--- src/rtl/prio_intc.sv ---
module prio_intc (
  input  logic       clk,
  input  logic       rst_n,
  input  logic [7:0] irq_in,
  input  logic       wr_en,
  input  logic [1:0] wr_addr,
  input  logic [7:0] wr_data,
  input  logic       rd_en,
  input  logic [1:0] rd_addr,
  output logic [7:0] rd_data,
  output logic       rd_valid,
  output logic       int_out,
  input  logic       ack,
  output logic [7:0] vec_out,
  output logic       vec_valid
);
  localparam logic [1:0] M_NEST = 2'd0, M_ROT = 2'd1, M_SMASK = 2'd2, M_POLL = 2'd3;

  logic [7:0] base_q, mask_q, irr_q, isr_q, irq_q;
  logic [1:0] mode_q;
  logic       level_q;
  logic [2:0] ptr_q;

  function automatic logic [3:0] pick(input logic [7:0] v, input logic [2:0] low);
    logic [3:0] r;
    logic [2:0] idx;
    r = 4'd0;
    for (int i = 0; i < 8; i++) begin
      idx = low + 3'd1 + 3'(i);
      if (!r[3] && v[idx]) r = {1'b1, idx};
    end
    return r;
  endfunction

  function automatic logic [2:0] rank(input logic [2:0] line, input logic [2:0] low);
    return line - low - 3'd1;
  endfunction

  logic [2:0] low_eff;
  logic [7:0] cand;
  logic [3:0] win, svc, pwin;
  logic       win_ok, ack_fire, poll_fire, eoi_fire, take_any;
  logic [2:0] take_line;
  logic [7:0] set_bits, clr_bits, rise;

  assign low_eff  = (mode_q == M_ROT) ? ptr_q : 3'd7;
  assign cand     = irr_q & ~mask_q & ((mode_q == M_SMASK) ? ~isr_q : 8'hFF);
  assign win      = pick(cand, low_eff);
  assign svc      = pick(isr_q, low_eff);
  assign pwin     = pick(irr_q & ~mask_q, low_eff);
  assign win_ok   = win[3] && (mode_q == M_SMASK || !svc[3] ||
                    rank(win[2:0], low_eff) < rank(svc[2:0], low_eff));
  assign int_out  = win_ok && (mode_q != M_POLL);

  assign ack_fire  = ack && (mode_q != M_POLL);
  assign poll_fire = rd_en && (rd_addr == 2'd0) && (mode_q == M_POLL);
  assign eoi_fire  = wr_en && (wr_addr == 2'd3) && wr_data[0];

  assign take_any  = (ack_fire && win_ok) || (poll_fire && pwin[3]);
  assign take_line = ack_fire ? win[2:0] : pwin[2:0];
  assign set_bits  = take_any ? (8'b1 << take_line) : 8'd0;
  assign clr_bits  = (eoi_fire && svc[3]) ? (8'b1 << svc[2:0]) : 8'd0;
  assign rise      = irq_in & ~irq_q;

  always_ff @(posedge clk) begin
    if (!rst_n) begin
      base_q    <= 8'd0;
      mode_q    <= M_NEST;
      level_q   <= 1'b0;
      mask_q    <= 8'd0;
      irr_q     <= 8'd0;
      isr_q     <= 8'd0;
      irq_q     <= 8'd0;
      ptr_q     <= 3'd7;
      vec_out   <= 8'd0;
      vec_valid <= 1'b0;
      rd_data   <= 8'd0;
      rd_valid  <= 1'b0;
    end else begin
      irq_q <= irq_in;
      irr_q <= level_q ? irq_in : ((irr_q | rise) & ~set_bits);
      isr_q <= (isr_q & ~clr_bits) | set_bits;

      if (wr_en) begin
        case (wr_addr)
          2'd0: base_q <= wr_data;
          2'd1: begin level_q <= wr_data[0]; mode_q <= wr_data[2:1]; end
          2'd2: mask_q <= wr_data;
          default: ;
        endcase
      end
      if (eoi_fire && svc[3] && mode_q == M_ROT) ptr_q <= svc[2:0];

      vec_valid <= ack_fire;
      if (ack_fire) vec_out <= base_q + {5'd0, (win_ok ? win[2:0] : 3'd7)};

      rd_valid <= rd_en;
      if (rd_en) begin
        case (rd_addr)
          2'd0: rd_data <= (mode_q == M_POLL) ? {pwin[3], 4'd0, pwin[2:0]} : 8'd0;
          2'd1: rd_data <= irr_q;
          2'd2: rd_data <= isr_q;
          default: rd_data <= mask_q;
        endcase
      end
    end
  end

  a_r2_isr_needs_ack: assert property (@(posedge clk) disable iff (!rst_n)
    ((isr_q & ~$past(isr_q)) != 8'd0) |-> $past(ack_fire || poll_fire));

  a_r2_vec_after_ack: assert property (@(posedge clk) disable iff (!rst_n)
    vec_valid |-> $past(ack));

  a_r3_mask_blocks: assert property (@(posedge clk) disable iff (!rst_n)
    int_out |-> ((irr_q & ~mask_q) != 8'd0));

  a_r4_nested_rank: assert property (@(posedge clk) disable iff (!rst_n)
    (mode_q == M_NEST && int_out && isr_q != 8'd0) |-> ((irr_q & ~mask_q & ((8'b1 << svc[2:0]) - 8'd1)) != 8'd0));

  a_r5_eoi_clears_one: assert property (@(posedge clk) disable iff (!rst_n)
    (eoi_fire && isr_q != 8'd0 && !ack_fire && !poll_fire) |=>
      ($countones(isr_q) + 1 == $countones($past(isr_q))));

  a_r9_spurious_vec: assert property (@(posedge clk) disable iff (!rst_n)
    (ack_fire && !win_ok && !eoi_fire) |=>
      (isr_q == $past(isr_q) && vec_out == $past(base_q) + 8'd7));

  a_r8_poll_silent: assert property (@(posedge clk) disable iff (!rst_n)
    (mode_q == M_POLL && $past(mode_q) == M_POLL) |-> !vec_valid);
endmodule

--- config.mk ---
export PLATFORM = sky130hd
export DESIGN_NAME = prio_intc
export DESIGN_NICKNAME = d
export VERILOG_FILES = /design/src/rtl/prio_intc.sv
export SDC_FILE = /design/constraint.sdc
export NUM_CORES = 1
export LEC_CHECK = 0
export BUFFER_PORTS_ARGS = -buffer_cell sky130_fd_sc_hd__buf_2
export CAP_MARGIN = 20
export CORE_MARGIN = 1.5
export CORE_UTILIZATION = 50
export DETAILED_ROUTE_END_ITERATION = 6
export PLACE_DENSITY_LB_ADDON = 0.15
export SYNTH_ARGS = -nofsm -noshare
export SYNTH_HDL_FRONTEND = slang
export SYNTH_SLANG_ARGS = --single-unit
--- constraint.sdc ---
create_clock -name clk -period 10.85 [get_ports clk]
set_clock_uncertainty 0.05 [all_clocks]
set_input_delay 1.085 -clock clk [delete_from_list [all_inputs] [get_ports clk]]
set_output_delay 1.085 -clock clk [all_outputs]
set_load 0.05 [all_outputs]
; ---- Word-level counts from Yosys, hierarchy flattened
; Cells that the tools add are included.
[totals]
ff_bits = 64
inputBits = 25
out_inout_bits = 19
elab_cells = 200
[classes]
n_addsub = 13
n_lt_le_gt_ge = 9
eq_ne = 9
shifts = 2
muxes = 81
bitwise = 12
reduce_logical = 62
[ops]
columns = operator, n
row1 = 4-bit 2-to-1 mux, 24
row2 = 1-bit binary-select mux with 3-bit select, 24
row3 = 8-bit bitwise AND, 5
row4 = 8-bit 2-to-1 mux, 5
row5 = 8-bit NOT, 5
row6 = 1-bit logical AND, 32
row7 = 3-bit by 4-bit < comparator with 1-bit output (second input constant), 8
row8 = 1-bit 2-to-1 mux, 24
row9 = 8-bit one-hot mux with 3 select lines, 1
row10 = 1-bit logical NOT, 22
row11 = 8-bit bitwise OR, 2
row12 = 1-bit by 3-bit left shift with 8-bit output (first input constant), 2
row13 = 3-bit adder (second input constant), 4
row14 = 2-bit == test (second input constant), 5
row15 = 3-bit 2-to-1 mux, 3
row16 = 8-bit by 3-bit adder with 8-bit output, 1
row17 = 3-bit by 1-bit adder with 3-bit output (second input constant), 2
row18 = 3-bit by 2-bit adder with 3-bit output (second input constant), 2
row19 = 2-bit by 1-bit == test with 1-bit output (second input constant), 3
row20 = 2-bit AND reduction, 3
row21 = 3-bit by 1-bit subtractor with 3-bit output (second input constant), 2
row22 = 3-bit subtractor, 2
row23 = 2-bit logical NOT, 2
row24 = 1-bit logical OR, 3
row25 = other kinds (2), 2

; ---- Depth between registers and ports, before layout
; Gate-level depths: netlist of the first run.
[depth]
ltp_word = 38
ltp_mapped = 31

; ---- Least setup slack after synthesis of the first run
; Ideal clock, no wire load.
[synth_path]
kind = register to output
startpoint = register ptr_q[1]
endpoint = output int_out
arrival_time_ns = 5.307
t_required_ns = 9.715
slack_ns = 4.408
path_stages_with_launch = 23
path_buffers = 2
path_cell_list = dfxtp_1 nor3b_1 buf_2 inv_2 buf_2 ha_1 inv_1 xnor2_1 mux4_2 and3_1 nand3b_1 o21ai_0 o31ai_1 inv_2 ha_1 inv_1 fa_1 ha_1 a21o_1 a21oi_1 a311oi_2 a31oi_2 and2_1
[synth_via]
elab_chain_cells = 32
[synth_lines]
columns = item, line
row1 = start: declaration, 22  ; logic [2:0] ptr_q;
row2 = start signal: assignment, 92  ; if (eoi_fire && svc[3] && mode_q == M_ROT) ptr_q <= svc[2:0];
row3 = 3-bit 2-to-1 mux (*), 46  ; assign low_eff = (mode_q == M_ROT) ? ptr_q : 3'd7;
row4 = 3-bit by 1-bit adder with 3-bit output (*), 29  ; idx = low + 3'd1 + 3'(i);
row5 = "parallel branches: the longest is 23 deep, another holds 3-bit by 1-bit adder with 3-bit output", -
row6 = 4-bit 2-to-1 mux (*), 30  ; if (!r[3] && v[idx]) r = {1'b1, idx};
row7 = named net svc[0], 41  ; logic [3:0] win, svc, pwin;
row8 = 3-bit subtractor (*), 36  ; return line - low - 3'd1;
row9 = 3-bit by 1-bit subtractor with 3-bit output (*), 36
row10 = 3-bit < comparator (*), 52  ; rank(win[2:0], low_eff) < rank(svc[2:0], low_eff));
row11 = 1-bit logical OR (*), 51  ; assign win_ok = win[3] && (mode_q == M_SMASK || !svc[3] ||
row12 = 1-bit logical AND (*), 51
row13 = 1-bit logical AND (*), 53  ; assign int_out = win_ok && (mode_q != M_POLL);
row14 = end: declaration, 12  ; output logic int_out,
; Mark *: on every way through the listed nets, which the timed path passes. The select of a mux whose other input is x is not followed.

; ---- Worst setup path in the final report of the first run
[layout_path]
startpoint = register mode_q[0]
endpoint = output int_out
[layout_via]
elab_chain_cells = 33
[layout_lines]
columns = item, line
row1 = start: declaration, 20  ; logic [1:0] mode_q;
row2 = start signal: assignment, 87  ; 2'd1: begin level_q <= wr_data[0]; mode_q <= wr_data[2:1]; end
row3 = "parallel branches: the longest is 32 deep, another holds 3-bit by 1-bit adder with 3-bit output", -
row4 = 1-bit logical AND (*), 53
; Mark *: on every way between the ends. The select of a mux whose other input is x is not followed.

==> results.md, run 1 <==
Synth:
- The count of cell types in the netlist is 98.
- The share of synthesized cell area in and, or, nand and nor gates is 24.5%.
- Synthesis produced a netlist whose cell count is 710.
- The share of synthesized area occupied by flip-flops and latches is 22.3%.
- The post-synthesis adder-cell area fraction is 3.01%.
- The multiplexer share of the synthesized area is 15.4%.
- The combinational family with the most area after synthesis is compound AO/OA/AOI/OAI gates.
- When the netlist entered floorplanning its net count stood at 747.
- The synthesized netlist devotes 2.68% of its cell area to XOR and XNOR gates.
- During synthesis, Yosys emitted a total of 0 warnings.
- The number of enable-type register cells in the synthesized netlist is 0.
- Ranked by total cell area, the synthesized netlist is headed by sky130_fd_sc_hd__dfxtp_1 22%, sky130_fd_sc_hd__mux2i_1 8.2%, sky130_fd_sc_hd__mux4_2 5.9%, sky130_fd_sc_hd__nand2_1 4.6%, sky130_fd_sc_hd__o21ai_0 4.5%.
- The fraction of the mapped netlist area in compound gates is 26.5%.
- After synthesis, the mean cell area works out to 8.08 um^2.
- The proportion of register bits with asynchronous set or reset after synthesis is 0%.
- The fraction of post-synthesis cell area in the top cell type by area is 22.3%.
- After synthesis the netlist holds a flip-flop and latch count of 64.
- The most used flip-flop cell after synthesis is sky130_fd_sc_hd__dfxtp_1.
- The synthesized design spends more area on one cell type than any other, namely sky130_fd_sc_hd__dfxtp_1.
- The area of the mapped netlist is 5740 um^2.

Floorplan:
- The site row count is 38.
- The die is 110 um wide.
- The total area inside the core boundary comes to 11,000 um^2.
- The die extent in y is 110 um.
- The area of the die is 12,100 um^2.
- The I/O pin count is 44.
- The starting density of the core is 52.0%.

Timing:
- The final number of max-transition violations was 0.
- Derived from the worst setup path, the maximum achievable clock frequency is 0.119 GHz.
- Setup violations remaining at the end of the flow were counted as 0.
- The share of the cycle needed by the critical path after routing is 77.3%.
- The worst slew margin relative to its limit is 50.8%.
- The number of hold violations in the final report is 0.
- The actual slew at the worst max-slew pin is 0.730 ns.
- Setup repair after global routing left no endpoint under its margin.
- The final critical path time including I/O delays and setup is 8.39 ns.
- Adding up every negative setup slack in the final design gives 0 ns.

Clock network:
- After clock tree synthesis, the flow added hold-fix buffers numbering 0.
- CTS built an H-tree with a depth of 3.
- In this run, post-CTS repair resized a total of 0 instances.
- The CTS tree is done.
- The tree built by TritonCTS fans out to 64 sinks.
- The clock passes through at most 2 buffers.
- In this run, CTS created clock tree buffers numbering 9.
- The number of setup buffers added after CTS is 0.
- Clock-pin slew was measured on the worst setup and hold paths at 0.05 ns.
- The clock reaches the later pin of the worst-skew pair after 0.32 ns.
- The clock root buffer master is sky130_fd_sc_hd__clkbuf_16.

Place:
- The cell area after placement is 6000 um^2.
- The total half-perimeter wirelength after legalization and detailed placement is 13.8 mm.
- The congestion estimate from routability-driven global placement came to 0.963.
- The count of port buffers added during placement is 43.

Drt:
- The total via count in the routed design is 5,680.
- The first routing iteration left 588 violations.
- The routed via count divided by cell count is 6.50.
- The detail-routed net length per standard cell is 20.8 um.
- The first TritonRoute pass finished after 6 iterations.
- The post-detailed-routing wire length is 18.2 mm.
- In this run the remaining antenna-violating nets after routing total 0.
- The final routed DRC violation total is 0.

Setup path:
- The startpoint kind of the worst setup timing path is a flop.
- The worst setup path is of the reg2out kind.
- In this run the worst path has a maximum fanout of 33.
- The data required time at the worst endpoint is 9.72 ns.
- Data on the critical path arrives at its endpoint at 7.25 ns.
- The worst setup path is captured at a primary output.

Global route:
- The global-route usage over all layers is 31.3%.
- The via count of the first global-routing pass is 5,242.
- The residual overflow from global routing is 0.
- Entering global routing, the biggest net connects 45 pins.
- The number of antenna violations at the first check in global routing is 0.
- The first global-routing pass estimated 28.5 mm of wire.

Power and ir drop:
- Summed over all cells, the static leakage comes to 2.51 nW.
- Power spread over the standard cell area amounts to 139 nW/um^2.
- The peak ir drop on the vdd network is 131 uV.

Cells and area:
- For this run, the share of the core covered by cells in the final layout is 56.9%.
- The most frequent standard cell in the layout excluding fill and tap cells is sky130_fd_sc_hd__nand2_1.
- The final layout contains 769 nets.
- The share of post-route cells with drive strength above 1 is 16.6%.
- The area added between synthesis and finish is 9.31%.
- In the layout the commonest cells are 71 x sky130_fd_sc_hd__nand2_1, 67 x sky130_fd_sc_hd__nor2_1, 64 x sky130_fd_sc_hd__dfxtp_1.
- After routing the design area is 6270 um^2.
- The diode insertion count for antenna repair is 0.

Job:
- Across the run, the number of max-cap violations was 0.

Outcome:
- The run finished with clean final reports.

Min path:
- The class of the worst hold path is reg2reg.
report_power, final:
part           internal, mW  leakage (nW)  switching [mW]  total (mW)
clock                 0.180         0.135          0.0916       0.271
sequential            0.252         0.525          0.0215       0.274
combinational         0.118          1.85           0.207       0.326
worst max-delay path, stage by stage, from the launching register on:
cell and delay [ns]:
sky130_fd_sc_hd__dfxtp_1 0.52, sky130_fd_sc_hd__or3b_4 0.58, sky130_fd_sc_hd__ha_1 0.34, sky130_fd_sc_hd__buf_4 0.36, sky130_fd_sc_hd__clkinv_1 0.59, sky130_fd_sc_hd__nor3_1 0.72
sky130_fd_sc_hd__o32ai_1 0.21, sky130_fd_sc_hd__a211oi_1 0.53, sky130_fd_sc_hd__nor2_1 0.15, sky130_fd_sc_hd__a221oi_1 0.51, sky130_fd_sc_hd__nor2_1 0.19, sky130_fd_sc_hd__ha_1 0.23
sky130_fd_sc_hd__inv_1 0.07, sky130_fd_sc_hd__fa_1 0.40, sky130_fd_sc_hd__inv_1 0.07, sky130_fd_sc_hd__ha_1 0.22, sky130_fd_sc_hd__a21o_1 0.15, sky130_fd_sc_hd__a21oi_1 0.18
sky130_fd_sc_hd__a311oi_2 0.07, sky130_fd_sc_hd__a31oi_2 0.31, sky130_fd_sc_hd__and2_1 0.24, sky130_fd_sc_hd__buf_2 0.29
per-stage QoR:
step	hold WS (ns)	std cells	total power, mW	setup WS (ns)
final	0.406	874	0.871	2.46
after detailed placement	0.401	861	0.596	3.00
after CTS	0.407	874	0.869	2.62
after global routing	0.429	874	0.915	2.03
after floorplan	0.417	710	0.508	4.41
after global placement	0.387	861	0.591	3.30
sequential cells by signal, indices dropped and copies added (netlist names), 2 cells and up:
register  count
rd_data       8
irr_q         8
ptr_q         3
irq_q         8
mode_q        2
mask_q        8
vec_out       8
isr_q         8
base_q        8
cell usage after synthesis, types with 11 or more instances:
cell,count
sky130_fd_sc_hd__a21oi_1,35
sky130_fd_sc_hd__a221oi_1,11
sky130_fd_sc_hd__and2_1,14
sky130_fd_sc_hd__clkbuf_1,22
sky130_fd_sc_hd__dfxtp_1,64
sky130_fd_sc_hd__inv_1,27
sky130_fd_sc_hd__mux2i_1,47
sky130_fd_sc_hd__mux4_2,15
sky130_fd_sc_hd__nand2_1,71
sky130_fd_sc_hd__nand2b_1,14
sky130_fd_sc_hd__nand3_1,12
sky130_fd_sc_hd__nor2_1,67
sky130_fd_sc_hd__nor2b_1,19
sky130_fd_sc_hd__nor3_1,16
sky130_fd_sc_hd__o21ai_0,52
final cells by class:
type / count / area (um^2)
Timing Repair Buffer: 50 / 268
Tap cell: 140 / 175
Clock buffer: 12 / 246
Clock inverter: 1 / 30.0
Inverter: 32 / 125
Multi-Input combinational cell: 575 / 4150
Sequential cell: 64 / 1280
Fill cell: 1045 / 4760
cell families (layout without fill, tap and decap cells):
family / Yosys count / in the layout
multiplexers: 68 / 68
flip-flops: 64 / 64
adder cells (fa/ha/maj): 12 / 12
XOR/XNOR: 13 / 13
AO/OA/AOI/OAI: 210 / 210
AND/OR/NAND/NOR: 272 / 272
buffers and inverters: 71 / 95
path summary, 6_finish.rpt:
path	startpoint	to	slack (ns)	depth (start not counted)
worst max-delay path	mode_q[0]	int_out	2.46	21
worst min-delay path	vec_out[1]	vec_out[1]	0.41	2
worst max register to register	mode_q[0]	vec_out[6]	2.81	27
worst min register to register	vec_out[1]	vec_out[1]	0.41	2
layer usage:
| metal | wire (um) | up-vias | global-route usage (%) | part of all wire (%) |
|---|---|---|---|---|
| li1 | - | 2689 | - | - |
| met3 | 1370 | 58 | 4.29 | 7.5 |
| met5 | 0 | - | 0 | 0 |
| met1 | 7770 | 2657 | 42.6 | 43 |
| met4 | 820 | 0 | 15.7 | 4.5 |
| met2 | 8260 | 276 | 48.7 | 45 |
No activity file was read; power rests on OpenSTA's default activity.
==> run 2, diff against run 1 <==
==> constraint.sdc (replaced) <==
create_clock -name clk -period 7 [get_ports clk]
set_clock_uncertainty 0.05 [all_clocks]
set_input_delay 0.7 -clock clk [delete_from_list [all_inputs] [get_ports clk]]
set_output_delay 0.7 -clock clk [all_outputs]
set_load 0.05 [all_outputs]
==> run 2 against run 1 <==
Sequential share of layout area is 0.58 points lower. Critical endpoint unchanged. Total power is 57% higher. Register-to-register slack worse by 2.4 ns. Wire length is 2.8% higher. Global-route usage is 0.54 points higher.
==> results.md, run 2 (synthesis gave the netlist of run 1 again) <==
Outcome:
- The flow ran to the end, and the final reports show no timing, DRC or antenna violations.

Min path:
- The number of cells traversed by the worst hold path is 2.
- The worst hold path begins at vec_out[1].
- The capture endpoint of the worst hold path is vec_out[1].
- The worst hold path belongs to the class reg2reg.

Place:
- The cell total after placement is 881.
- Routability-driven placement finished with a final weighted congestion of 0.986.
- The wire-length estimate of the detail-placed layout is 14.1 mm.
- The count of port buffers added during placement is 43.

Setup path:
- In this design, the largest share of critical-path delay is due to compound AO/OA/AOI/OAI gates.
- The endpoint of the lowest-slack register-to-register path is vec_out[7].
- The arrival time at the worst endpoint is 5.94 ns.
- The kind of capture point of the worst setup path is a primary output.
- In this design, the critical path's most frequently occurring cell is sky130_fd_sc_hd__ha_1.
- The setup slack of the most critical reg-to-reg path is 0.39 ns.
- The data required time at the worst endpoint is 6.25 ns.
- The number of cells traversed by the worst register-to-register path is 27.
- The startpoint identified for the worst register-to-register timing path is mode_q[0].
- The peak per-stage delay on the critical path is 0.59 ns.
- The critical path class is reg2out.
- Traced cell by cell, the critical path runs through or3b_4 > ha_1 > inv_1 > xnor3_1 > buf_4 > mux2_2 > o21ai_0 > nand2_1 > o31ai_1 > inv_2 > ha_1 > inv_1 > fa_1 > ha_1 > a21o_1 > a21oi_1 > a311oi_2 > a31oi_2 > buf_4 > and2_1 > buf_2.
- The largest fanout of any net on the critical path is 8.
- The critical path's slowest cell is sky130_fd_sc_hd__xnor3_1.
- The worst setup path is launched from a flop.
- Together, buffers and inverters on the worst path number 6.

Floorplan:
- The area of the die is 12,100 um^2.
- The die extent in y is 110 um.
- After floorplanning, the core was divided into 38 placement rows.
- The total area inside the core boundary comes to 11,000 um^2.
- 44 I/O pins were placed.
- Once the floorplan was initialized, standard cells occupied 52.0% of the core.
- Measured along the x axis, the die boundary spans 110 um.

Global route:
- The via count of the first global-routing pass is 5,432.
- The number of antenna violations at the first check in global routing was 0.
- The first-pass GRT wire length is 29.1 mm.
- Global routing finished with a remaining overflow of 0.
- Entering global routing, the biggest net connects 45 pins.
- Global routing used 31.8% of the available tracks.

Power and ir drop:
- The power density over cell area is 212 nW/um^2.
- The peak ir drop on the vdd network is 206 uV.
- The static leakage is 2.61 nW.

Timing:
- After layout, the worst path uses 95.6% of the clock period.
- The highest clock rate is 0.149 GHz.
- The actual slew at the worst max-slew pin is 0.741 ns.
- Setup repair after global routing left no endpoint under its margin.
- The number of hold violations in the final report is 0.
- The final number of max-transition violations is 0.
- The final critical path time including I/O delays and setup is 6.69 ns.
- Setup violations remaining at the end of the flow were counted as 0.
- The final sum of negative setup slack is 0 ns.
- The worst slew margin relative to its limit is 50.1%.

Clock network:
- The sink count of the clock tree is 64.
- The number of buffers on the longest clock path is 2.
- The H-tree was split into 3 levels.
- The clock buffer count from CTS is 9.
- The number of buffers inserted to repair setup after CTS is 0.
- The clock latency of the later-clocked register in the worst-skew pair is 0.33 ns.
- The CTS tree is done.
- CTS placed an instance of sky130_fd_sc_hd__clkbuf_16 at the clock tree root.
- In this run, post-CTS repair resized a total of 0 instances.
- The quantity of hold-fixing buffers added after cts is 0.
- After clock tree synthesis, the clock-pin slew on the worst setup and hold paths is 0.05 ns.

Drt:
- Using the TritonRoute via totals, the vias-per-cell ratio works out to 6.52.
- The final layout contains routed wiring with a total length of 18.7 mm.
- After detailed routing, the number of remaining DRC violations is 0.
- The detail-routed net length per standard cell is 20.9 um.
- For this run, the detailed router's first-pass iteration total came to 5.
- The number of routed nets with antenna violations is 0.
- In this run, the number of DRC markers left after iteration 0 of detailed routing was 658.
- The total via count in the routed design is 5,847.

Cells and area:
- The number of fill cells in the layout is 1,013.
- The sequential standard cell area is 1280 um^2.
- In the layout the commonest cells are 71 x sky130_fd_sc_hd__nand2_1, 67 x sky130_fd_sc_hd__nor2_1, 64 x sky130_fd_sc_hd__dfxtp_1.
- The most frequent standard cell in the layout excluding fill and tap cells is sky130_fd_sc_hd__nand2_1.
- The share of post-route cells with drive strength above 1 is 19.8%.
- After the flow finishes, the layout carries non-filler instances totaling 897.
- The area of the multi-input gates is 4170 um^2.
- From synthesis to final layout, the design area changed by 12.5%.
- The diode insertion count for antenna repair is 0.
- The number of nets in the finished design is 789.

Job:
- The number of max-cap violations is 0.
## run 2: worst min-delay path: stages, from the launching register on
cell and delay [ns]:
sky130_fd_sc_hd__dfxtp_1 0.30, sky130_fd_sc_hd__nand2_1 0.05, sky130_fd_sc_hd__a21oi_1 0.05
## run 2: how the worst max path moves through the flow
stage,startpoint,end,cells past startpoint,slack [ns]
finish,mode_q[0],int_out,21,0.31
global route,mode_q[0],vec_out[7],31,0.002
CTS,mode_q[0],int_out,22,0.28
detailed placement,mode_q[0],vec_out[7],28,0.45
global placement,ptr_q[0],vec_out[7],28,0.60
floorplan,ptr_q[1],vec_out[6],29,0.73
## run 2: power by group
group | internal [mW] | total, mW | leakage [nW] | switching, mW
Clock | 0.268 | 0.422 | 0.139 | 0.154
Combinational | 0.195 | 0.524 | 1.95 | 0.328
Sequential | 0.391 | 0.422 | 0.525 | 0.0317
Total | 0.854 | 1.37 | 2.61 | 0.514
## run 2: cell type report
type / count / area share [%]
clock inverter: 2 / 0.194
timing repair buffer: 70 / 6.47
multi-input combinational: 575 / 64.5
clock buffer: 14 / 4.24
tap: 140 / 2.71
sequential: 64 / 19.8
inverter: 32 / 2.00
## run 2: layer usage
metal | vias up | part of all wire [%] | GRT usage (%) | wire length (um)
li1 | 2729 | - | - | -
met1 | 2777 | 43 | 41.9 | 7970
met2 | 297 | 47 | 52.3 | 8710
met3 | 44 | 7.9 | 5.41 | 1480
met4 | 0 | 3.0 | 12.1 | 561
met5 | - | 0 | 0 | 0
## run 2: stage by stage
step / power [mW] / setup WS, ns / area, um^2 / hold WS, ns / utilization [%]
floorplan: 0.788 / 0.729 / 5740 / 0.417 / -
global placement: 0.932 / 0.600 / 6150 / 0.386 / 55.7
detailed placement: 0.937 / 0.449 / 6150 / 0.398 / 55.7
CTS: 1.36 / 0.278 / 6430 / 0.409 / 58.3
global route: 1.43 / 0.00173 / 6460 / 0.435 / 58.5
finish: 1.37 / 0.308 / 6460 / 0.404 / 58.5
==> run 3, diff against run 2 <==
==> config.mk (replaced) <==
export PLATFORM = sky130hd
export DESIGN_NAME = prio_intc
export DESIGN_NICKNAME = d
export VERILOG_FILES = /design/src/rtl/prio_intc.sv
export SDC_FILE = /design/constraint.sdc
export NUM_CORES = 1
export LEC_CHECK = 0
export CAP_MARGIN = 20
export CORE_MARGIN = 1.5
export CORE_UTILIZATION = 50
export CTS_CLUSTER_SIZE = 25
export DETAILED_ROUTE_END_ITERATION = 6
export DONT_BUFFER_PORTS = 1
export PLACE_DENSITY = 0.76
export SYNTH_ARGS = -nofsm -noshare
export SYNTH_HDL_FRONTEND = slang
export SYNTH_SLANG_ARGS = --single-unit
==> run 3 against run 2 <==
Clock-buffer cell count decreased by 5. Via count fell by 1.3%. Flip-flop and latch count is the same. Core utilization decreased by 1.4 points. Critical path type is now reg2reg. Global-route usage is 0.055 points higher. Sequential power up 7.6%. Non-clock buffer count fell by 45. Hold slack improved by 0.011 ns. Final cell count decreased by 5.0%. Highest routed layer unchanged.
==> results.md, run 3 (synthesis gave the netlist of run 1 again) <==
Setup path:
- The startpoint kind of the worst setup timing path is a flop.
- The setup slack of the most critical reg-to-reg path is 0.35 ns.
- The critical register-to-register path startpoint is mode_q[0].
- Counting cells, the worst reg-to-reg path comes to 27.
- Among the stages of the critical path, the cell type that occurs most often is sky130_fd_sc_hd__ha_1.
- STA puts the critical path data required time at 7.19 ns.
- The slowest stage of the critical path is the sky130_fd_sc_hd__fa_1 cell.
- The endpoint of the lowest-slack register-to-register path is vec_out[6].
- For this run, the slowest stage of the critical path takes 0.53 ns.
- The kind of capture point of the worst setup path is a flop.
- For the worst setup path, the data arrival time is 6.84 ns.
- In this run the worst path has a maximum fanout of 19.
- The critical path class is reg2reg.

Min path:
- The tightest min-delay check is of the in2reg type.
- The path with the worst hold slack has its endpoint at ptr_q[1].
- Counting instances, the worst hold path has a depth of 1.
- The worst hold path begins at rst_n.

Cells and area:
- Cells fill 57.1% of the core in the end.
- In the layout the commonest cells are 71 x sky130_fd_sc_hd__nand2_1, 67 x sky130_fd_sc_hd__nor2_1, 64 x sky130_fd_sc_hd__dfxtp_1.
- 0 antenna diodes ended up in the layout.
- The post-route cell area is 6300 um^2.
- Relative to the synthesized area, the layout overhead comes to 9.83%.
- The filler cells instantiated in the layout total 993.
- The final cell count without fillers is 852.
- The number of nets in the finished design is 744.
- The post-route netlist has 14.7% of its cells at a drive strength greater than 1.
- The most frequent standard cell in the layout excluding fill and tap cells is sky130_fd_sc_hd__nand2_1.

Drt:
- In the final routed layout, each cell accounts on average for 22.0 um.
- The post-detailed-routing wire length is 18.8 mm.
- The number of detailed-route iterations in the first pass is 7.
- The total via count in the routed design is 5,770.
- After the first detailed-routing iteration, the DRC count stood at 731.
- For this run, design rule violations remaining after detail routing come to 0.
- Using the TritonRoute via totals, the vias-per-cell ratio works out to 6.77.
- The number of routed nets with antenna violations is 0.

Clock network:
- For this design, the CTS-stage hold fixing added 0 buffers.
- The clock root buffer master is sky130_fd_sc_hd__clkbuf_16.
- After clock tree synthesis, the repair step resized 0 gates.
- The clock latency of the later-clocked register in the worst-skew pair is 0.34 ns.
- The clock tree synthesis step divided the H-tree into 3 levels.
- Counting the buffers created by CTS gives 9.
- TritonCTS built the clock tree.
- Clock-pin slew was measured on the worst setup and hold paths at 0.06 ns.
- The number of buffers on the longest clock path is 2.
- The sink count of the clock tree is 64.
- The number of buffers inserted to repair setup after CTS is 0.

Floorplan:
- The die covers 12,100 um^2.
- The area of the core is 11,000 um^2.
- The starting density of the core is 52.0%.
- The width of the die is 110 um.
- The I/O pin count is 44.
- From bottom edge to top edge, the die measures 110 um.
- After floorplanning, the core was divided into 38 placement rows.

Timing:
- The final critical path time including I/O delays and setup is 6.65 ns.
- For the pin with the worst max-slew slack, the measured transition is 0.682 ns.
- Hold is met by 0.415 ns.
- The final sum of negative setup slack is 0 ns.
- The final number of max-transition violations is 0.
- For this run, the top clock speed supported by timing is 0.150 GHz.
- The worst pin sits at a relative slew slack of 54.2%.
- Setup violations remaining at the end of the flow were counted as 0.
- The number of hold violations in the final report is 0.
- The share of the cycle needed by the critical path after routing is 95.1%.

Global route:
- The number of antenna violations at the first check in global routing came to 0.
- The largest net degree at the start of global routing is 45.
- The global-route usage over all layers is 31.9%.
- The residual overflow from global routing is 0.
- The first-pass GRT wire length is 29.3 mm.
- The via count of the first global-routing pass is 5,445.

Place:
- The cell total after placement is 836.
- The congestion estimate from routability-driven global placement came to 0.971.
- The count of port buffers added during placement is 0.
- Summing all placed instances gives a cell area of 5930 um^2.
- Summed over all nets, the half-perimeter wirelength after detailed placement is 14.0 mm.

Power and ir drop:
- Summed over all cells, the static leakage comes to 2.45 nW.
- VDD sags by at most 219 uV.
- Dividing total power by cell area gives a power density of 226 nW/um^2.

Job:
- The number of max-cap violations is 0.

Outcome:
- The run finished with clean final reports.
[run 3: cell types whose count changed in the layout (fill, tap and decap cells not counted), sizes merged]
| cell | previous run | this run |
|---|---|---|
| clkinv | 2 | 5 |
| buf | 70 | 25 |
| clkinvlp | 2 | 0 |
| bufinv | 0 | 2 |
| inv | 30 | 32 |
| clkbuf | 14 | 9 |
[run 3: critical path: cells and delay by family (launching register included)]
kind / cells / cell delay [ns]
fa+ha+maj: 5 / 1.63
compound gates: 8 / 1.63
mux: 3 / 0.83
buf+inv: 5 / 0.79
simple gates: 4 / 0.78
flops: 1 / 0.42
xor+xnor: 2 / 0.39
[run 3: per-layer routing]
layer | track usage (%) | vias up | part of all wire [%]
met2 | 50.3 | 330 | 47
met5 | 0 | - | 0
met1 | 41.5 | 2761 | 41
met4 | 12.8 | 0 | 2.7
met3 | 8.47 | 50 | 9.7
li1 | - | 2629 | -
[run 3: layout make-up]
class                      instances  area [um^2]  share of cell area, %
timing repair buffer              25          200                   3.18
clock inverter                     7          104                   1.65
clock buffer                       9          225                   3.57
inverter                          32          125                   1.98
sequential                        64         1280                   20.3
tap                              140          175                   2.78
multi-input combinational        575         4190                   66.5
[run 3: report_power, final]
part           total (mW)  internal, mW  switching [mW]
clock network       0.487         0.316           0.171
logic               0.482         0.192           0.290
registers           0.454         0.390          0.0634
[run 3: worst max path at each step]
stage | slack, ns | cells after the start | start | to
3_5_place_dp | 0.31 | 26 | mode_q[0] | vec_out[6]
6_report | 0.35 | 27 | mode_q[0] | vec_out[6]
2_1_floorplan | 0.73 | 29 | ptr_q[1] | vec_out[6]
4_1_cts | 0.29 | 26 | mode_q[0] | vec_out[6]
3_3_place_gp | 0.46 | 26 | mode_q[0] | vec_out[6]
5_1_grt | -0.05 | 27 | mode_q[0] | vec_out[6]
[run 3: stage by stage]
| step | setup WS, ns | total power, mW |
|---|---|---|
| 4_1_cts | 0.290 | 1.40 |
| 6_report | 0.346 | 1.42 |
| 5_1_grt | -0.0537 | 1.48 |
| 3_5_place_dp | 0.311 | 0.914 |
| 2_1_floorplan | 0.729 | 0.788 |
| 3_3_place_gp | 0.459 | 0.910 |
